**src/rtl/spc_pkg.sv**
```systemverilog
package spc_pkg;
  localparam int WORD_W = 32;
  localparam int HALF_W = WORD_W / 2;
  localparam int BYTE_W = WORD_W / 4;
  localparam int IMM_W  = 10;
  localparam int OP_W   = 5;

  typedef logic [WORD_W-1:0] word_t;
  typedef logic [HALF_W-1:0] half_t;
  typedef logic [BYTE_W-1:0] byte_t;

  typedef enum logic [OP_W-1:0] {
    OP_H2W_HI  = 5'd0,
    OP_H2W_LO  = 5'd1,
    OP_FB_HI   = 5'd2,
    OP_FB_LO   = 5'd3,
    OP_FB_AHI  = 5'd4,
    OP_FB_ALO  = 5'd5,
    OP_IB_HI   = 5'd6,
    OP_IB_LO   = 5'd7,
    OP_IB_AHI  = 5'd8,
    OP_IB_ALO  = 5'd9,
    OP_W2H_TR  = 5'd10,
    OP_W2H_RS  = 5'd11,
    OP_H2B_TR  = 5'd12,
    OP_H2B_SAT = 5'd13,
    OP_SWAP    = 5'd14,
    OP_REP_IMM = 5'd15,
    OP_REP_H   = 5'd16,
    OP_REP_B   = 5'd17
  } conv_op_e;
endpackage

```
**src/rtl/spc_expand.sv**
```systemverilog
module spc_expand
  import spc_pkg::*;
(
  input  logic [OP_W-1:0] op,
  input  word_t           a,
  output word_t           res
);
  byte_t b_first, b_second;
  logic  frac;

  always_comb begin
    case (op)
      OP_FB_HI, OP_IB_HI:   begin b_first = a[31:24]; b_second = a[23:16]; end
      OP_FB_LO, OP_IB_LO:   begin b_first = a[15:8];  b_second = a[7:0];   end
      OP_FB_AHI, OP_IB_AHI: begin b_first = a[31:24]; b_second = a[15:8];  end
      default:              begin b_first = a[23:16]; b_second = a[7:0];   end
    endcase
    frac = (op == OP_FB_HI) || (op == OP_FB_LO) || (op == OP_FB_AHI) || (op == OP_FB_ALO);
  end

  always_comb begin
    if (op == OP_H2W_HI)
      res = {a[WORD_W-1:HALF_W], {HALF_W{1'b0}}};
    else if (op == OP_H2W_LO)
      res = {a[HALF_W-1:0], {HALF_W{1'b0}}};
    else if (frac)
      res = {1'b0, b_first, 7'b0, 1'b0, b_second, 7'b0};
    else
      res = {{BYTE_W{1'b0}}, b_first, {BYTE_W{1'b0}}, b_second};
  end
endmodule

```
**src/rtl/spc_reduce.sv**
```systemverilog
module spc_reduce
  import spc_pkg::*;
(
  input  logic [OP_W-1:0] op,
  input  word_t           a,
  input  word_t           b,
  output word_t           res,
  output logic            sat
);
  localparam int NW = 2;
  localparam int NH = 4;

  word_t         words [NW];
  half_t         halves[NH];
  half_t         w_rnd [NW];
  logic [NW-1:0] w_sat;
  byte_t         h_tr  [NH];
  byte_t         h_sat [NH];
  logic [NH-1:0] h_clp;

  assign words[0]  = a;
  assign words[1]  = b;
  assign halves[0] = a[31:16];
  assign halves[1] = a[15:0];
  assign halves[2] = b[31:16];
  assign halves[3] = b[15:0];

  for (genvar w = 0; w < NW; w++) begin : g_word
    logic [WORD_W:0] sum;
    always_comb begin
      sum = {words[w][WORD_W-1], words[w]} + (WORD_W+1)'(32'h0000_8000);
      w_sat[w] = !words[w][WORD_W-1] && sum[WORD_W-1];
      w_rnd[w] = w_sat[w] ? 16'h7FFF : sum[WORD_W-1:HALF_W];
    end
  end

  for (genvar h = 0; h < NH; h++) begin : g_half
    half_t bump;
    always_comb begin
      bump = halves[h] + 16'h0040;
      h_tr[h] = halves[h][HALF_W-1:BYTE_W];
      if (halves[h][HALF_W-1]) begin
        h_sat[h] = '0;
        h_clp[h] = 1'b1;
      end else if (halves[h] > 16'h7F80) begin
        h_sat[h] = '1;
        h_clp[h] = 1'b1;
      end else begin
        h_sat[h] = bump[14:7];
        h_clp[h] = 1'b0;
      end
    end
  end

  always_comb begin
    res = '0;
    sat = 1'b0;
    case (op)
      OP_W2H_TR:  res = {a[31:16], b[31:16]};
      OP_W2H_RS:  begin res = {w_rnd[0], w_rnd[1]}; sat = |w_sat; end
      OP_H2B_TR:  res = {h_tr[0], h_tr[1], h_tr[2], h_tr[3]};
      OP_H2B_SAT: begin res = {h_sat[0], h_sat[1], h_sat[2], h_sat[3]}; sat = |h_clp; end
      default:    ;
    endcase
  end
endmodule

```
**src/rtl/spc_arrange.sv**
```systemverilog
module spc_arrange
  import spc_pkg::*;
(
  input  logic [OP_W-1:0]  op,
  input  word_t            a,
  input  word_t            b,
  input  logic [IMM_W-1:0] imm,
  output word_t            res
);
  half_t imm_ext;
  assign imm_ext = {{(HALF_W-IMM_W){imm[IMM_W-1]}}, imm};

  always_comb begin
    case (op)
      OP_SWAP:    res = {a[HALF_W-1:0], b[WORD_W-1:HALF_W]};
      OP_REP_IMM: res = {imm_ext, imm_ext};
      OP_REP_H:   res = {2{a[HALF_W-1:0]}};
      OP_REP_B:   res = {4{a[BYTE_W-1:0]}};
      default:    res = '0;
    endcase
  end
endmodule

```
**src/rtl/simd_prec_conv.sv**
```systemverilog
module simd_prec_conv
  import spc_pkg::*;
(
  input  logic             clk,
  input  logic             rst_n,
  input  logic             in_valid,
  output logic             in_ready,
  input  logic [OP_W-1:0]  op_sel,
  input  logic [31:0]      src_a,
  input  logic [31:0]      src_b,
  input  logic [IMM_W-1:0] imm,
  output logic             out_valid,
  input  logic             out_ready,
  output logic [31:0]      out_result,
  output logic             sat_flag
);
  word_t exp_res, red_res, arr_res, next_res;
  logic  red_sat, next_sat, accept;

  spc_expand  u_exp (.op(op_sel), .a(src_a), .res(exp_res));
  spc_reduce  u_red (.op(op_sel), .a(src_a), .b(src_b), .res(red_res), .sat(red_sat));
  spc_arrange u_arr (.op(op_sel), .a(src_a), .b(src_b), .imm(imm), .res(arr_res));

  always_comb begin
    next_sat = 1'b0;
    if (op_sel <= OP_IB_ALO)
      next_res = exp_res;
    else if (op_sel <= OP_H2B_SAT) begin
      next_res = red_res;
      next_sat = red_sat;
    end else
      next_res = arr_res;
  end

  assign in_ready = !out_valid || out_ready;
  assign accept   = in_valid && in_ready;

  always_ff @(posedge clk) begin
    if (!rst_n) begin
      out_valid  <= 1'b0;
      out_result <= '0;
      sat_flag   <= 1'b0;
    end else begin
      if (accept) begin
        out_valid  <= 1'b1;
        out_result <= next_res;
      end else if (out_ready) begin
        out_valid  <= 1'b0;
      end
      if (accept && next_sat)
        sat_flag <= 1'b1;
    end
  end

  AST_H2W_LOW_ZERO: assert property (@(posedge clk) disable iff (!rst_n)
    accept && (op_sel == OP_H2W_HI || op_sel == OP_H2W_LO) |=> out_result[15:0] == 16'h0);
  AST_FRAC_LANE_FORM: assert property (@(posedge clk) disable iff (!rst_n)
    accept && op_sel >= OP_FB_HI && op_sel <= OP_FB_ALO |=>
      !out_result[31] && !out_result[15] && out_result[6:0] == 7'h0 && out_result[22:16] == 7'h0);
  AST_INT_LANE_FORM: assert property (@(posedge clk) disable iff (!rst_n)
    accept && op_sel >= OP_IB_HI && op_sel <= OP_IB_ALO |=>
      out_result[31:24] == 8'h0 && out_result[15:8] == 8'h0);
  AST_NEG_LANE_ZERO: assert property (@(posedge clk) disable iff (!rst_n)
    accept && op_sel == OP_H2B_SAT && src_a[31] |=> out_result[31:24] == 8'h0 && sat_flag);
  AST_SAT_STICKY: assert property (@(posedge clk) disable iff (!rst_n)
    sat_flag |=> sat_flag);
  AST_STALL_HOLD: assert property (@(posedge clk) disable iff (!rst_n)
    out_valid && !out_ready |=> out_valid && $stable(out_result));
  AST_UNDEF_ZERO: assert property (@(posedge clk) disable iff (!rst_n)
    accept && op_sel > OP_REP_B |=> out_result == 32'h0);
endmodule

```
**config.mk**
```make
export PLATFORM = sky130hd
export DESIGN_NAME = simd_prec_conv
export DESIGN_NICKNAME = d
export VERILOG_FILES = /design/src/rtl/spc_pkg.sv /design/src/rtl/spc_expand.sv /design/src/rtl/spc_reduce.sv /design/src/rtl/spc_arrange.sv /design/src/rtl/simd_prec_conv.sv
export SDC_FILE = /design/constraint.sdc
export NUM_CORES = 1
export LEC_CHECK = 0
export CAP_MARGIN = 40
export CORE_ASPECT_RATIO = 1.2
export CORE_MARGIN = 5
export CORE_UTILIZATION = 65
export CTS_BUF_LIST = sky130_fd_sc_hd__clkbuf_8 sky130_fd_sc_hd__clkbuf_16
export DETAILED_ROUTE_END_ITERATION = 7
export DONT_BUFFER_PORTS = 1
export PLACE_DENSITY = 0.92
export SYNTH_ARGS = -nofsm -noshare
export SYNTH_HDL_FRONTEND = slang
export SYNTH_SLANG_ARGS = --single-unit
```
**constraint.sdc**
```tcl
create_clock -name clk -period 3.6 [get_ports clk]
set_input_delay 0.9 -clock clk [delete_from_list [all_inputs] [get_ports clk]]
set_output_delay 0.9 -clock clk [all_outputs]
set_load 0.02 [all_outputs]
```
# Word-level counts from Yosys, hierarchy flattened
# Index checks and enable logic that the tools add are counted.
# word_totals
reg_bits	34
latchBits	0
ramBits	0
rom_bits	0
input_bits	83
elab_cells	82
memories	0
# classes
add_sub_neg	6
n_mul	0
div_mod_pow	0
magnitude_cmp	6
eq_ne	16
shift	0
mux	32
bitwise	0
n_reduce_logical	19
# ops
cell	count
32-bit one-hot mux with 4 select lines	2
32-bit two-way mux	4
32-bit by 17-bit adder with 32-bit output (second input constant)	2
16-bit by 15-bit > comparator with 1-bit output (second input constant)	4
8-bit two-way mux	8
15-bit by 7-bit adder with 15-bit output (second input constant)	4
5-bit by 4-bit == test with 1-bit output (second input constant)	7
16-bit two-way mux	2
8-bit one-hot mux with 2 select lines	2
31-bit two-way mux	1
5-bit by 3-bit == test with 1-bit output (second input constant)	4
1-bit two-way mux	12
5-bit by 2-bit == test with 1-bit output (second input constant)	2
5-bit == test (second input constant)	2
5-bit by 4-bit less-or-equal comparator with 1-bit output (second input constant)	2
2-bit OR reduction	4
4-bit OR reduction	2
5-bit by 1-bit == test with 1-bit output (second input constant)	1
5-bit zero test	1
1-bit logical AND	4
1-bit logical OR	4
1-bit zero test	3
1-bit one-hot mux with 2 select lines	1
2-bit nonzero test	1

# Depth between registers and ports, before layout
# logic_depth
depth_word	8
mapped_depth	10
depth_no_buf	8

# Modules after synthesis
# A second synthesis with hierarchy kept.
# unflattened
cells_unflattened	905
hier_area_um2	7046.8
# modules_own_cells
mod	instances	cells_per_inst	area_per_inst_um2
simd_prec_conv	1	320	3228.1
spc_reduce	1	347	2168.3
spc_expand	1	138	958.4
spc_arrange	1	100	691.9

# Worst setup path before layout
# No wires, ideal clock.
# synth_path
path_type	input-to-reg
from	in src_a[20]
to	reg out_result[30]
setup_time_ns	0.117
t_arrival_ns	2.710
required_time_ns	3.483
setup_slack_ns	0.773
cell_stages	7
cell_sequence	clkbuf_1 nand3_1 nor4_1 xnor2_1 nor2_1 or4b_2 a32o_1
# synth_via
elab_chain_len	6
# synth_rtl
element	line_no	source
start, declared	simd_prec_conv.sv:9	input logic [31:0] src_a,
32-bit by 17-bit adder with 32-bit output (tied with other cells)	spc_reduce.sv:31	sum = {words[w][WORD_W-1], words[w]} + (WORD_W+1)'(32'h0000_8000);
1-bit logical AND or 8-bit two-way mux (tied branches)	spc_reduce.sv:32, spc_reduce.sv:45	
16-bit two-way mux or 8-bit two-way mux (tied branches)	spc_reduce.sv:33, spc_reduce.sv:42	
32-bit one-hot mux with 4 select lines (*)	spc_reduce.sv:58	case (op)
32-bit two-way mux (*)	simd_prec_conv.sv:28	else if (op_sel <= OP_H2B_SAT) begin
32-bit two-way mux (*)	simd_prec_conv.sv:26	if (op_sel <= OP_IB_ALO)
end signal, assigned	simd_prec_conv.sv:46	out_result <= next_res;
end, declared	simd_prec_conv.sv:14	output logic [31:0] out_result,
# Mark *: on every way between the ends. The rest lies on a longest branch, timed or not.
# A chain may end at the register's enable or synchronous reset.

# Final worst setup path
# layout_path
from	in src_a[15]
to	reg out_result[17]
# layout_via
elab_chain_len	6
# layout_rtl
element	line_no
32-bit by 17-bit adder with 32-bit output or 16-bit by 15-bit > comparator with 1-bit output (tied branches)	spc_reduce.sv:31, spc_reduce.sv:45
1-bit logical AND or 8-bit two-way mux (tied branches)	spc_reduce.sv:32, spc_reduce.sv:45
16-bit two-way mux or 8-bit two-way mux (tied branches)	spc_reduce.sv:33, spc_reduce.sv:42
32-bit one-hot mux with 4 select lines (*)	spc_reduce.sv:58
32-bit two-way mux (*)	simd_prec_conv.sv:28
32-bit two-way mux (*)	simd_prec_conv.sv:26
# Marks and branches as above.

==> flow_summary.ini <==
[status]
run_status = finished with violations
violations = DRC

[floorplanning]
coreArea_mm2 = 0.00732
num_io_pins = 118
start_util = 0.671
die_x_um = 89.3
dieArea_mm2 = 0.00939
fp-row-count = 34
die_ht_um = 105

[power]
power.switching_fraction = 0.357
power.combinational.fraction = 0.297
p_int_mw = 0.741
cellPowerDensity_mw_per_mm2 = 232
power_frac_clock = 0.323
power_mw = 1.15
switching_power_mw = 0.411
peak_vdd_ir_mv = 0.178
power_frac_seq = 0.380
p_leak_nw = 1.66

[grt]
met3_usage = 0.201
groute.usage.overall = 0.487
grt_use_met2 = 0.695
via_count_of_the_first_global_routing_pass = 6123
grt_max_degree = 40
grt_first_pass_wirelength_um = 35000
antenna_found_initial = 0
gr-max-usage-layer = met2
grt.met1_usage = 0.559
overflow = 0

[setup_path]
max_stage_delay_ns = 0.64
ff2ff_setup_slack_ns = 1.27
critPathLaunch = src_a[15]
critical_path.cell_chain = ha_1 > nand3_1 > nor4_1 > nor2b_1 > o21ai_0 > nor4b_1 > o31ai_1
cp.required_ns = 3.82
reg2regPathDepth = 6
arrival_time_worst_endpoint_ns = 3.04
setup.worst_path.class = primary input to flip-flop
timing.rr.end = out_result[27]
critical_path.startpoint_type = primary input
nature_of_the_critical_path_endpoint = flip-flop
timing.rr.start = out_valid
cp_max_fo = 12
cp_slowest_cell = nor2b_1

[drt]
routedWlPerCell_um = 30.0
drt_pre_antenna_iters = 8
vias_per_cell = 8.44
route.vias.total = 6470
initialDrtViolationCount = 1462
postRouteAntennaNets = 0
drt_drc_violations_left = 33
totalWireLength_um = 23000

[finish]
final_common_cell = o21ai_0
finalNonFillerCells = 767
antenna_cells = 0
synthToLayoutAreaGrowth_pct = 1.45
fin_util = 0.680
most_used_cells_in_the_layout_excluding_fill_and_tap_cells = 62 x o21ai_0, 58 x nor2_1, 53 x nand2_1, 52 x a21oi_1, 34 x dfxtp_1
design.final.nets = 769
drive_above_1_share = 0.0665

[placed_design]
dp.final_hpwl_um = 16900
dp_cells = 755
io_buffer_count = 0
place_congestion = 1.24

[clocking]
clock_tree.htree_level_count = 2
post_cts_resize_count = 0
tritoncts_num_sinks = 34
cts_hold_buf = 0
cts_tree = yes
cts_max_path_buffers = 2
cts_post_setup_buffers_inserted = 0
library_cell_used_as_clock_root_buffer = clkbuf_8
worst_skew_pair.late_latency_ns = 0.30
number_of_buffers_created_by_cts = 5
worst_setup_hold_path_clk_slew_ns = 0.08

[logic_synthesis]
synth-simple-area-share = 0.287
synth-seq-cells = 34
synthesized_netlist_cell_count = 716
synth_xor_area_frac = 0.0696
post_synth_mux_area_share = 0.0110
syn-mean-instance-area_um2 = 6.85
dominant_combinational_cell_family_by_area_after_synthesis = compound AO/OA/AOI/OAI gates
mappedNetlistArea_mm2 = 0.00491
synth.net_count = 809
ys.warnings.count = 0
async_reset_ff_frac = 0
synth_seq_area_share = 0.139
synth_top_flop_cell = dfxtp_1
yosysUniqueCellTypes = 75
post_synth_fa_ha_maj_area_fraction = 0.0255
post_synth_edffs = 0
synth_compound_gate_area_share = 0.394

[timing]
report.final.hold_viol_count = 0
achievable-frequency_ghz = 0.354
maxSlewViolCount = 0
worst_slew_pin_tran_ns = 0.899
worst_slew_margin_rel = 0.400
final_min_period_over_clock_period = 0.785
layout_min_cycle_time_ns = 2.83
clock_skew_ns = 0.00586
timing.setup.tns_ns = 0
rsz0062_at_grt = false
timing.final.setup_violations = 0

[hold_path]
cell_count_of_the_worst_hold_path = 2
min_delay_worst_endpoint = out_result[17]
hold_path_class = flip-flop to flip-flop
hp-start = out_result[17]

[job]
maxCapViolCount = 0
## layout make-up
class                      instances  area, µm²
clock buffer                       5       68.8
clock inverter                     3       40.0
fill                             661       2340
inverter                          17       63.8
multi-input combinational        599       3870
sequential                        34        681
tap                               90        113
timing repair buffer              19        143
## worst max-delay path by stage
stage                           to  cells past startpoint
floorplan           out_result[30]                      7
global placement     out_result[4]                      6
detailed placement  out_result[17]                      7
CTS                 out_result[17]                      7
global route        out_result[17]                      7
finish              out_result[17]                      7
## Yosys cell counts (12+ instances only)
cell / number / area, µm²
xor2_1: 17 / 149
nand2_1: 53 / 199
a22oi_1: 23 / 173
nand2b_1: 12 / 75.1
o21ai_0: 63 / 315
dfxtp_1: 34 / 681
a31oi_1: 20 / 125
clkbuf_1: 42 / 158
xnor2_1: 22 / 193
buf_2: 13 / 65.1
a222oi_1: 13 / 130
nand3_1: 31 / 155
inv_1: 17 / 63.8
nor2_1: 58 / 218
nor3_1: 22 / 110
nand4_1: 18 / 113
a21oi_1: 52 / 260
## per-layer routing
layer | up-vias | share of wire | wire length, µm
met5 | - | 0 | 0
met4 | 0 | 0.11 | 2490
met3 | 238 | 0.17 | 3950
met2 | 722 | 0.42 | 9560
met1 | 2826 | 0.30 | 7010
li1 | 2684 | - | -
## worst max-delay path, delay by kind of cell
family / cells / cell delay (ns)
compound gates: 2 / 0.44
fa+ha+maj: 1 / 0.16
simple gates: 4 / 1.54
## power groups by stage
stage,registers [mW],clock network [mW],logic (mW)
final,0.438,0.372,0.342
after global routing,0.440,0.378,0.363
after CTS,0.437,0.364,0.318
after detailed placement,0.446,0,0.316
after global placement,0.446,0,0.311
after floorplan,0.439,0,0.293
## registers in the layout, summed over array words and instances (netlist names)
signal and flops:
sat_flag 1, out_result 32, out_valid 1
## logic make-up (layout without fill, tap and decap cells)
group	count (synthesis)	after routing
AOI/OAI and AO/OA	280	280
and+or+nand+nor	265	265
buffers and inverters	83	44
xor gates and xnor gates	39	39
DFF	34	34
adders and majority gates	10	10
muxes	5	5
## stage by stage
stage	area, µm²	hold WS (ns)	setup slack [ns]
floorplan	4910	0.536	0.773
global placement	4840	0.554	0.676
detailed placement	4840	0.559	0.580
CTS	4950	0.569	0.856
global route	4980	0.587	0.686
finish	4980	0.568	0.775
No activity file was read; power rests on OpenSTA's default activity.
